$ cat src/rtl/rf_status_pkg.sv
package rf_status_pkg;
  localparam int unsigned DEF_DATA_W   = 16;
  localparam int unsigned DEF_NUM_REGS = 4;

  typedef struct packed {
    logic carry;
    logic zero;
  } flags_t;
endpackage

$ cat src/rtl/rf_data_bank.sv
module rf_data_bank #(
  parameter int unsigned DATA_W   = 16,
  parameter int unsigned NUM_REGS = 4,
  localparam int unsigned SEL_W   = $clog2(NUM_REGS)
) (
  input  logic                       strobe_i,
  input  logic                       rst_ni,
  input  logic                       we_i,
  input  logic [SEL_W-1:0]           sel_i,
  input  logic [DATA_W-1:0]          wdata_i,
  output logic [NUM_REGS*DATA_W-1:0] regs_o
);
  logic [DATA_W-1:0] mem_q [NUM_REGS];

  for (genvar k = 0; k < NUM_REGS; k++) begin : g_reg
    logic hit;
    assign hit = we_i && (sel_i == SEL_W'(k));

    always_ff @(negedge strobe_i or negedge rst_ni) begin
      if (!rst_ni)  mem_q[k] <= '0;
      else if (hit) mem_q[k] <= wdata_i;
    end

    assign regs_o[k*DATA_W +: DATA_W] = mem_q[k];

    // unselected registers keep their value
    a_r5_untouched_stable: assert property (@(negedge strobe_i) disable iff (!rst_ni)
      !(we_i && sel_i == SEL_W'(k)) |=> $stable(regs_o[k*DATA_W +: DATA_W]));
  end

  a_r4_write_commits: assert property (@(negedge strobe_i) disable iff (!rst_ni)
    we_i |=> (mem_q[$past(sel_i)] == $past(wdata_i)));
endmodule

$ cat src/rtl/rf_read_mux.sv
module rf_read_mux #(
  parameter int unsigned DATA_W   = 16,
  parameter int unsigned NUM_REGS = 4,
  localparam int unsigned SEL_W   = $clog2(NUM_REGS)
) (
  input  logic [NUM_REGS*DATA_W-1:0] regs_i,
  input  logic [SEL_W-1:0]           sel_i,
  output logic [DATA_W-1:0]          rdata_o
);
  always_comb begin
    rdata_o = '0;
    for (int k = 0; k < NUM_REGS; k++)
      if (sel_i == SEL_W'(k)) rdata_o = regs_i[k*DATA_W +: DATA_W];
  end
endmodule

$ cat src/rtl/rf_flag_bit.sv
module rf_flag_bit (
  input  logic strobe_i,
  input  logic rst_ni,
  input  logic upd_i,
  input  logic val_i,
  output logic flag_o
);
  always_ff @(negedge strobe_i or negedge rst_ni) begin
    if (!rst_ni)    flag_o <= 1'b0;
    else if (upd_i) flag_o <= val_i;
  end

  a_r6_flag_loads: assert property (@(negedge strobe_i) disable iff (!rst_ni)
    upd_i |=> (flag_o == $past(val_i)));
  a_r7_flag_holds: assert property (@(negedge strobe_i) disable iff (!rst_ni)
    !upd_i |=> $stable(flag_o));
endmodule

$ cat src/rtl/rf_status_regfile.sv
module rf_status_regfile
  import rf_status_pkg::*;
#(
  parameter int unsigned DATA_W   = DEF_DATA_W,
  parameter int unsigned NUM_REGS = DEF_NUM_REGS,
  localparam int unsigned SEL_W   = $clog2(NUM_REGS)
) (
  input  logic                       strobe_i,
  input  logic                       rst_ni,
  input  logic [SEL_W-1:0]           dst_sel_i,
  input  logic [SEL_W-1:0]           src_sel_i,
  input  logic                       dst_we_i,
  input  logic [DATA_W-1:0]          wdata_i,
  input  logic                       carry_upd_i,
  input  logic                       carry_i,
  input  logic                       zero_upd_i,
  input  logic                       zero_i,
  output logic [DATA_W-1:0]          dst_rdata_o,
  output logic [DATA_W-1:0]          src_rdata_o,
  output logic [NUM_REGS*DATA_W-1:0] regs_o,
  output logic                       carry_o,
  output logic                       zero_o
);
  flags_t flags;

  rf_data_bank #(.DATA_W(DATA_W), .NUM_REGS(NUM_REGS)) u_bank (
    .strobe_i (strobe_i),
    .rst_ni   (rst_ni),
    .we_i     (dst_we_i),
    .sel_i    (dst_sel_i),
    .wdata_i  (wdata_i),
    .regs_o   (regs_o)
  );

  rf_read_mux #(.DATA_W(DATA_W), .NUM_REGS(NUM_REGS)) u_dst_rd (
    .regs_i (regs_o), .sel_i (dst_sel_i), .rdata_o (dst_rdata_o)
  );

  rf_read_mux #(.DATA_W(DATA_W), .NUM_REGS(NUM_REGS)) u_src_rd (
    .regs_i (regs_o), .sel_i (src_sel_i), .rdata_o (src_rdata_o)
  );

  rf_flag_bit u_carry (
    .strobe_i (strobe_i), .rst_ni (rst_ni),
    .upd_i (carry_upd_i), .val_i (carry_i), .flag_o (flags.carry)
  );

  rf_flag_bit u_zero (
    .strobe_i (strobe_i), .rst_ni (rst_ni),
    .upd_i (zero_upd_i), .val_i (zero_i), .flag_o (flags.zero)
  );

  assign carry_o = flags.carry;
  assign zero_o  = flags.zero;

  // a register write does not disturb a flag whose enable is off
  a_r9_write_keeps_carry: assert property (@(negedge strobe_i) disable iff (!rst_ni)
    (dst_we_i && !carry_upd_i) |=> $stable(carry_o));
endmodule

$ cat config.mk
export PLATFORM = sky130hd
export DESIGN_NAME = rf_status_regfile
export DESIGN_NICKNAME = d
export VERILOG_FILES = /design/src/rtl/rf_status_pkg.sv /design/src/rtl/rf_data_bank.sv /design/src/rtl/rf_read_mux.sv /design/src/rtl/rf_flag_bit.sv /design/src/rtl/rf_status_regfile.sv
export SDC_FILE = /design/constraint.sdc
export NUM_CORES = 1
export LEC_CHECK = 0
export BUFFER_PORTS_ARGS = -buffer_cell sky130_fd_sc_hd__buf_2
export CAP_MARGIN = 20
export CORE_MARGIN = 2
export CORE_UTILIZATION = 40
export CTS_CLUSTER_DIAMETER = 200
export DETAILED_ROUTE_END_ITERATION = 12
export PLACE_DENSITY = 0.72
export SYNTH_ARGS = -nofsm -noshare
export SYNTH_HDL_FRONTEND = slang
export SYNTH_SLANG_ARGS = --single-unit
$ cat constraint.sdc
create_clock -name strobe_i -period 2 [get_ports strobe_i]
set_clock_uncertainty 0.2 [all_clocks]
set_input_delay 0.2 -clock strobe_i [delete_from_list [all_inputs] [get_ports strobe_i]]
set_output_delay 0.2 -clock strobe_i [all_outputs]
set_load 0.1 [all_outputs]
## After elaboration in Yosys (flattened, before gate mapping)

Index checks and enable logic that the tools add are counted.

| cells by class | value |
|---|---|
| eq/ne operators | 6 |
| multiplexer cells | 8 |
| reduce and logical (&&, ||, !) cells | 6 |

Operators by type and width:

| kind | count |
|---|---|
| 2-to-1 mux 16 bit | 8 |
| == test 2 bit, second input constant | 4 |
| == test 2 x 1 -> 1 bit, second input constant | 2 |
| logical AND 1 bit | 4 |
| zero test 2 bit | 2 |

| storage, ports and cells | value |
|---|---|
| register bits after elaboration | 66 |
| input bits | 27 |
| output and inout bits | 98 |
| word-level logic and storage cells | 26 |

## Longest topological paths before layout

| logic depth | value |
|---|---|
| depth in word-level cells | 5 |
| mapped depth | 4 |
| depth with buffers taken out | 2 |

## Modules after synthesis

Synthesis repeated with hierarchy kept, for this count alone.

| unflattened totals | value |
|---|---|
| cell total of the unflattened synthesis | 180 |
| area, all modules | 3339.5 µm² |

By module, submodules not included:

| module | times used | cells each | area an instance (µm²) | sequential area each (µm²) |
|---|---|---|---|---|
| rf_data_bank | 1 | 136 | 2411.1 | 1601.5 |
| rf_read_mux | 2 | 20 | 424.2 | 0.0 |
| rf_flag_bit | 2 | 2 | 40.0 | 25.0 |

==> results.yml <==
place:
  portBuffers: 124
  placed_cells: 487
  post_dp_cell_area_um2: 5950
  place.gp.congestion: 0.772
  dp.final_hpwl_um: 7450
  pre_cts_slack_ns: -0.565
power:
  leakage_nw: 3.42
  power_mw: 10.1
  powerDensity_nw_per_um2: 1400
  vdd_drop_max_uv: 956
synth:
  synth-edff-count: 0
  syn_nets: 207
  synth_cells: 180
  synth_top_area_share_pct: 50.6
  synthTopCellsByCount: "66 x dfrtn_1, 66 x mux2_2, 32 x mux4_2, 6 x buf_4"
  synthFlopType: "dfrtn_1"
  ys_ff_latch: 66
  synth_top_cell_by_area: "dfrtn_1"
  synth_cell_types: 12
  synthTopCellsByArea: "dfrtn_1 51%, mux2_2 23%, mux4_2 22%"
  netlist_area_um2: 3260
  seq_area_frac_synth_pct: 50.6
  synth-async-reset-ratio_pct: 100
  avgSynthCellArea_um2: 18.1
  yosysWarnings: 0
route:
  drtPass1Iterations: 4
  drt-initial-drc-count: 158
  wl_um: 15100
  drt-vias-per-instance: 5.65
  ant_nets: 0
  num_vias: 3106
  wire_per_inst_um: 27.4
  route.detailed.drc: 0
job:
  drv_cap: 0
die:
  start_util_pct: 41.8
  core_um2: 7810
  die-width_um: 94.3
  die_h_um: 94.3
  rows: 32
  io_pins: 125
  die_area_um2: 8890
clock_tree:
  clk_path_buf_depth: 2
  cts-root-buf: "clkbuf_8"
  clk_pin_slew_ns: 0.05
  cts_tree: "built"
  cts_inserted_buffers: 9
  htree_levels: 3
  insertion_delay_ns: 0.33
  numClockSinks: 66
critical_path:
  critPathRequiredTime_ns: 1.60
  arrival_ns: 2.50
  cp-end-kind: "output port"
  critPathMaxFanout: 3
  reg2reg_depth: 4
  worstSetupStartpointType: "flip-flop"
  critical_path_class: "reg -> out"
global_routing:
  antenna_found_initial: 0
  grt.overflow.total: 0
  grt_util_all_layers_pct: 30.7
  first_global_vias: 3228
  grt_start_max_net_pins: 67
  grt_first_pass_wirelength_um: 19700
cells_and_area:
  final_cells: 550
  final_cell_area_um2: 7170
  antenna_cells: 0
  finish.utilization_pct: 91.9
  areaGrowthSynthToFinish_pct: 120
  layout-drive-gt1-share_pct: 84.8
  final_net_count: 470
timing:
  grt_setup_unrepaired: "yes"
  whs_ns: 0.348
  hold_violations: 0
  setup_viol: 162
  setup_tns_ns: -67.87
  max_slew_margin_pct: 64.6
  slew_violations: 0
  final.setup.worst_slack_ns: -0.897
  worst_slew_pin_slew_ns: 0.530
status:
  violations: "negative setup slack"
  status: "finished with violations"
hold_path:
  hold_depth: 1
  min_path_type: "reg -> reg"
-- cell usage in the layout (no fill, tap or decap), drive strengths merged --
cell type  synthesis  routed
clkinvlp           0       1
dfrtn             66      66
clkbuf             1      11
nand3              1       1
clkinv             0       1
nor3b              1       1
mux4              32      32
bufinv             0       3
mux2              66      66
buf               11     264
nand3b             2       2
-- logic make-up after synthesis --
logic type | count (synthesis) | share of synthesized area (%)
multiplexers | 98 | 44.9
flip-flops | 66 | 50.6
AND/OR/NAND/NOR | 4 | 1.84
buffers and inverters | 12 | 2.65
-- flip-flops by register name, indices dropped and copies added, names as in the netlist --
register / count
u_zero.flag_o: 1
u_carry.flag_o: 1
u_bank.regs_o: 64
-- timing repair --
action	in CTS	in global routing
pin swaps	2	0
cloned	1	0
resized for setup	157	47
buffers inserted	45	57
hold buffers	0	0
setup endpoints to repair	162	162
-- worst max-delay path: stages (launching register included) --
cell	delay (ns)
dfrtn_1	0.41
mux4_2	0.55
buf_8	0.20
-- cell type report --
class	instances	area (um^2)
timing repair buffer	264	3440
tap	102	128
multi-input combinational	102	1720
clock buffer	11	131
sequential	66	1650
fill	247	634
clock inverter	5	103
-- worst paths after layout --
kind	startpoint	to	slack (ns)
worst max-delay path	u_bank.regs_o[57]	src_rdata_o[9]	-0.90
worst max register to register	u_bank.regs_o[0]	u_bank.regs_o[0]	0.59
worst min register to register	u_bank.regs_o[20]	u_bank.regs_o[20]	0.35
max in group asynchronous	rst_ni	u_bank.regs_o[63]	0.70
min in group asynchronous	rst_ni	u_bank.regs_o[29]	0.59
worst min-delay path	u_bank.regs_o[20]	u_bank.regs_o[20]	0.35
-- routing by layer --
layer  vias up  track usage [%]  part of all wire, %
met4         0             9.30                  3.7
met2       212             53.6                   51
li1       1236                -                    -
met1      1612             38.7                   38
met5         -                0                    0
met3        46             5.94                  7.7
-- power breakdown --
| part | switching (mW) | internal, mW | total, mW | leakage, nW |
|---|---|---|---|---|
| Sequential | 0.315 | 1.61 | 1.93 | 0.781 |
| Combinational | 4.07 | 2.69 | 6.75 | 2.53 |
| Clock | 0.555 | 0.828 | 1.38 | 0.114 |
Note: power is estimated with default switching activity, not from simulation.
